### config.mk
export PLATFORM = sky130hd
export DESIGN_NAME = row_phase_timer
export DESIGN_NICKNAME = d
export VERILOG_FILES = /design/src/rtl/row_phase_pkg.sv /design/src/rtl/dclk_divider.sv /design/src/rtl/phase_length_map.sv /design/src/rtl/phase_counter.sv /design/src/rtl/row_phase_timer.sv
export SDC_FILE = /design/constraint.sdc
export NUM_CORES = 1
export LEC_CHECK = 0
export ABC_AREA = 1
export BUFFER_PORTS_ARGS = -buffer_cell sky130_fd_sc_hd__buf_2
export CORE_UTILIZATION = 25
export CTS_CLUSTER_SIZE = 16
export DETAILED_ROUTE_END_ITERATION = 16
export GPL_TIMING_DRIVEN = 1
export RECOVER_POWER = 100
export SETUP_SLACK_MARGIN = 0.3
export SLEW_MARGIN = 20
export SYNTH_ARGS = -nofsm -noshare
export SYNTH_HDL_FRONTEND = slang
export SYNTH_HIERARCHICAL = 1
export SYNTH_SLANG_ARGS = --single-unit
### constraint.sdc
create_clock -name clk -period 2.99 [get_ports clk]
set_input_delay 0.1495 -clock clk [delete_from_list [all_inputs] [get_ports clk]]
set_output_delay 0.1495 -clock clk [all_outputs]
set_load 0.1 [all_outputs]
### src/rtl/row_phase_pkg.sv
package row_phase_pkg;

    typedef enum logic [1:0] {
        ST_IDLE      = 2'd0,
        ST_DISCHARGE = 2'd1,
        ST_CHARGE    = 2'd2
    } row_state_t;

endpackage

### src/rtl/dclk_divider.sv
module dclk_divider #(
    parameter int DIV_W = 4
) (
    input  logic             clk,
    input  logic             rst_n,
    input  logic             run,
    input  logic [DIV_W-1:0] ratio_m1,
    output logic             tick
);
    logic [DIV_W-1:0] cnt_q;

    // Free-running modulo counter, held at zero while not running
    always_ff @(posedge clk or negedge rst_n) begin
        if (!rst_n) begin
            cnt_q <= '0;
        end else if (!run) begin
            cnt_q <= '0;
        end else if (cnt_q == ratio_m1) begin
            cnt_q <= '0;
        end else begin
            cnt_q <= cnt_q + DIV_W'(1);
        end
    end

    assign tick = run && (cnt_q == ratio_m1);

endmodule

### src/rtl/phase_length_map.sv
module phase_length_map #(
    parameter int CODE_W       = 4,
    parameter int P1_FLOOR     = 5,
    parameter int P1_TOP_UNITS = 31,
    parameter int P2_FLOOR     = 3,
    parameter int LEN_W        = 6
) (
    input  logic [CODE_W-1:0] ph1_code,
    input  logic [CODE_W-1:0] ph2_code,
    output logic [LEN_W-1:0]  len1,
    output logic [LEN_W-1:0]  len2
);
    localparam logic [CODE_W-1:0] CODE_TOP = {CODE_W{1'b1}};

    logic [LEN_W-1:0] units1;

    // Discharge: counted in pairs of display clocks
    always_comb begin
        if (ph1_code == CODE_TOP) begin
            units1 = LEN_W'(P1_TOP_UNITS);
        end else if (ph1_code < CODE_W'(P1_FLOOR)) begin
            units1 = LEN_W'(P1_FLOOR);
        end else begin
            units1 = LEN_W'(ph1_code);
        end
        len1 = units1 << 1;
    end

    // Charge: counted in single display clocks
    always_comb begin
        if (ph2_code < CODE_W'(P2_FLOOR)) begin
            len2 = LEN_W'(P2_FLOOR);
        end else begin
            len2 = LEN_W'(ph2_code);
        end
    end

endmodule

### src/rtl/phase_counter.sv
module phase_counter #(
    parameter int LEN_W = 6
) (
    input  logic             clk,
    input  logic             rst_n,
    input  logic             clear,
    input  logic             step,
    output logic [LEN_W-1:0] count
);
    always_ff @(posedge clk or negedge rst_n) begin
        if (!rst_n) begin
            count <= '0;
        end else if (clear) begin
            count <= '0;
        end else if (step) begin
            count <= count + LEN_W'(1);
        end
    end

endmodule

### src/rtl/row_phase_timer.sv
module row_phase_timer
    import row_phase_pkg::*;
#(
    parameter int CODE_W       = 4,
    parameter int P1_FLOOR     = 5,
    parameter int P1_TOP_UNITS = 31,
    parameter int P2_FLOOR     = 3
) (
    input  logic              clk,
    input  logic              rst_n,
    input  logic              enable,
    input  logic [CODE_W-1:0] div_code,
    input  logic [CODE_W-1:0] ph1_code,
    input  logic [CODE_W-1:0] ph2_code,
    output logic              dclk_en,
    output logic [1:0]        phase,
    output logic              row_done
);
    localparam int CODE_MAX = (1 << CODE_W) - 1;
    localparam int LEN1_MAX = 2 * P1_TOP_UNITS;
    localparam int LEN_MAX  = (LEN1_MAX > CODE_MAX) ? LEN1_MAX : CODE_MAX;
    localparam int LEN_W    = $clog2(LEN_MAX + 1);

    row_state_t state_q, state_d;

    logic [CODE_W-1:0] div_lat_q;
    logic [LEN_W-1:0]  len1_lat_q, len2_lat_q;
    logic [LEN_W-1:0]  len1_w, len2_w;
    logic [LEN_W-1:0]  ph_cnt;
    logic [LEN_W-1:0]  target;
    logic              tick;
    logic              last_w;
    logic              start_row;
    logic              cnt_clear;

    phase_length_map #(
        .CODE_W      (CODE_W),
        .P1_FLOOR    (P1_FLOOR),
        .P1_TOP_UNITS(P1_TOP_UNITS),
        .P2_FLOOR    (P2_FLOOR),
        .LEN_W       (LEN_W)
    ) u_map (
        .ph1_code(ph1_code),
        .ph2_code(ph2_code),
        .len1    (len1_w),
        .len2    (len2_w)
    );

    dclk_divider #(
        .DIV_W(CODE_W)
    ) u_div (
        .clk     (clk),
        .rst_n   (rst_n),
        .run     (state_q != ST_IDLE),
        .ratio_m1(div_lat_q),
        .tick    (tick)
    );

    phase_counter #(
        .LEN_W(LEN_W)
    ) u_cnt (
        .clk  (clk),
        .rst_n(rst_n),
        .clear(cnt_clear),
        .step (tick),
        .count(ph_cnt)
    );

    // Completion of the phase currently running
    always_comb begin
        target = (state_q == ST_CHARGE) ? len2_lat_q : len1_lat_q;
        last_w = tick && (ph_cnt == target - LEN_W'(1));
    end

    // A row begins on leaving IDLE or on a restart after CHARGE
    always_comb begin
        start_row = enable &&
                    ((state_q == ST_IDLE) ||
                     (state_q == ST_CHARGE && last_w));
        cnt_clear = !enable || start_row ||
                    (state_q == ST_DISCHARGE && last_w);
    end

    // Row configuration captured only at row start
    always_ff @(posedge clk or negedge rst_n) begin
        if (!rst_n) begin
            div_lat_q  <= '0;
            len1_lat_q <= LEN_W'(2 * P1_FLOOR);
            len2_lat_q <= LEN_W'(P2_FLOOR);
        end else if (start_row) begin
            div_lat_q  <= div_code;
            len1_lat_q <= len1_w;
            len2_lat_q <= len2_w;
        end
    end

    // State register
    always_ff @(posedge clk or negedge rst_n) begin
        if (!rst_n) begin
            state_q <= ST_IDLE;
        end else begin
            state_q <= state_d;
        end
    end

    // Next-state logic
    always_comb begin
        state_d = state_q;
        unique case (state_q)
            ST_IDLE: begin
                if (enable) state_d = ST_DISCHARGE;
            end
            ST_DISCHARGE: begin
                if (!enable)     state_d = ST_IDLE;
                else if (last_w) state_d = ST_CHARGE;
            end
            ST_CHARGE: begin
                if (!enable)     state_d = ST_IDLE;
                else if (last_w) state_d = ST_DISCHARGE;
            end
            default: state_d = ST_IDLE;
        endcase
    end

    // Outputs
    always_comb begin
        phase    = state_q;
        dclk_en  = tick;
        row_done = 1'b0;
        unique case (state_q)
            ST_IDLE:      row_done = 1'b0;
            ST_DISCHARGE: row_done = 1'b0;
            ST_CHARGE:    row_done = last_w;
            default:      row_done = 1'b0;
        endcase
    end

endmodule

==> run metrics <==
crit path setup slack, layout=about 0.34 ns; Tightest Hold Check Type=input pin to flip-flop; start point of the critical path=phase[0]; die area=between 7000 and 8000 um2; drt first pass iters=4; Placer Congestion=0.774; synth cell count leaders=87 x nand2_1, 28 x inv_1, 24 x dfrtp_1, 21 x nand3_1, 18 x nand4_1; Congestion Overflow GR=0; Initial Utilization=between 20% and 30%; largest net degree at the start of global routing=29; Root Buffer=clkbuf_8; clock transition at the registers of the reported paths=around 0.1 ns; EDFF count, synth=0; outcome=finished with violations; share of cells above drive strength 1=22.2%; WP data required=about 2.8 ns; Async S/R FF share, synth=100%; Die H=approximately 90 um; Routed wire per std cell=slightly above 10 um; Final Max Slew Viols=29; number of global-route vias before repair=1517; sequential power share=39.1%; Power Density=655 nW/um2; n_diodes=0; critical path endpoint category=output port; RSZ-0062 raised after global routing=no; synth warn=6; Setup Crit Path Kind=flip-flop to output port; drt initial violations=60; port bufs=18; Yosys top cell by area=dfrtp_1; Setup Skew=between 0.006 and 0.007 ns; final core utilization=30.4%; Fmax=about 380 MHz; WHS=roughly 0.11 ns; overall power=1440 uW; final worst-path cycle share=88.5%; final setup fails=0; Vias=1619; H-tree Lvls=1; hpwl dp=~2.9 mm; GRT Overall Usage=a little over a tenth; final hold vios=0; first-pass GRT wire length=a little under 7 mm; switching pwr=roughly 580 uW; DRC viols=0; Post-DRT Antenna Nets=0; routed wire length=slightly below 4 mm; Synth top area share=around 32%; worst r2r src=phase[0]; signal arrival time at the worst endpoint=between 2 and 3 ns; Net Sw Frac=around two fifths; Most used DFF post-synth=dfrtp_1; crit-path max FO=16; initial antenna violation count=0; Leakage=0.00110 uW; Final nets=~300; number of synthesized register bits=28; Cell variety after synth=30; worst slew pin tran=between 1.5 and 2 ns; minimum clock period=2.65 ns; post-synthesis sequential area ratio=37.9%; pre-CTS setup slack=approximately 0.29 ns; most common cell in the netlist=nand2_1; MaxCap Viol Count=1; Worst VDD drop=about 320 uV; clock latency on the worst-skew pair=~0.28 ns; row count=31; Mapped Area=about 1900 um2; failing checks=max-capacitance violations, max-slew violations; hold wc startpoint=div_code[2]; chip width=88.4 um; Bufs on Longest Clock Path=2; P&R area growth vs syn=17.8%; core area=7210 um2; setup TNS=0 ns; cts bufs inserted=3; power share of the combinational group=just under 40%; Post-Syn Instances=260; clock sinks=28; Mapped Avg Cell Area=7.17 um2; TritonCTS clock tree=done; worst rel slew slack=-4.12%; Worst setup SP type=flip-flop; top area cells in the synthesized netlist=dfrtp_1 32%, nand2_1 18%, nand4_1 6.0%; clock share of power=a little over a fifth; I/O pin count=19; vias per inst=approximately 4.3; Internal=863 uW
==> power groups by stage <==
stage	combinational [uW]	clock, uW	sequential, uW
floorplan	443	0	572
global placement	534	0	563
detailed placement	541	0	567
CTS	545	312	560
global route	657	323	575
finish	573	304	562
==> cells by family after synthesis <==
family / share of synthesized area [%]
buffers and inverters: 11.5
AO/OA/AOI/OAI: 4.09
XOR/XNOR: 1.88
other: 0.201
AND/OR/NAND/NOR: 43.1
adder cells (fa/ha/maj): 1.34
flip-flops: 37.9
==> timing repair <==
item / 4_1_cts / 5_1_grt
hold endpoints to repair: 24 / 0
setup endpoints to repair: 3 / 7
resized for setup: 2 / 8
setup buffers: 0 / 6
pin swaps: 0 / 4
hold buffers: 1 / 0
==> through the flow <==
stage	area [um2]	instances
6_report	2200	378
5_1_grt	2200	378
4_1_cts	2140	372
3_5_place_dp	2050	367
3_3_place_gp	2050	367
2_1_floorplan	1930	262
==> state kept, by name (all words and copies together), names as in the netlist <==
| signal | flops |
|---|---|
| len1_lat_q | 6 |
| len2_lat_q | 6 |
| u_cnt/count | 6 |
| div_lat_q | 4 |
| u_div/cnt_q | 4 |
| phase | 2 |
==> worst paths after layout <==
kind,end,slack [ns],cells past startpoint
worst min-delay path,div_lat_q[2],0.11,3
worst max register to register,u_cnt/count[5],0.38,21
min in group asynchronous,u_cnt/count[2],0.79,2
worst min register to register,len2_lat_q[0],0.48,2
max in group asynchronous,phase[0],1.10,2
worst max-delay path,row_done,0.34,14
==> critical path: stages (launching register included) <==
cell and delay [ns]:
dfrtp_4 0.47, clkinv_8 0.10, buf_6 0.17, nand2_4 0.07, inv_2 0.04, nor2_4 0.13
inv_1 0.06, a21oi_1 0.11, nand2_1 0.06, nor2_1 0.09, nand3_1 0.07, nor2_1 0.18
nand2_4 0.10, nor2_4 0.09, clkbuf_2 0.46
==> layer usage <==
layer / wire length (um) / vias to the layer above / global-route usage [%] / part of all wire (%)
met3: 70 / 6 / 1.21 / 1.8
met2: 1790 / 22 / 17.4 / 46
met5: 0 / - / 0 / 0
met1: 1960 / 743 / 15.1 / 50
li1: - / 848 / - / -
met4: 65 / 0 / 3.96 / 1.7
==> final cells by class <==
cell class	instances	area (um2)
flip-flops and latches	28	711
repair buffers	27	159
clock buffers	3	41.3
well taps	99	124
inverters	33	136
fillers	803	5020
clock inverters	1	30.0
multi-input cells	187	995
==> cells in the final DEF (no fill, tap or decap), drive strengths merged <==
master / synthesis / layout
a21oi: 5 / 5
buf: 8 / 21
bufinv: 0 / 1
clkbuf: 6 / 8
clkinv: 0 / 1
conb: 1 / 3
dfrtp: 24 / 24
dfstp: 4 / 4
dlygate4sd3: 0 / 1
ha: 2 / 2
inv: 33 / 32
nand2: 99 / 99
nand3: 22 / 22
nand3b: 2 / 2
nand4: 18 / 18
nor2: 23 / 23
o211ai: 1 / 1
o21ai: 5 / 5
o21bai: 2 / 2
or2: 1 / 1
xnor2: 2 / 2
xor2: 2 / 2
(Power assumes the default switching activity.)
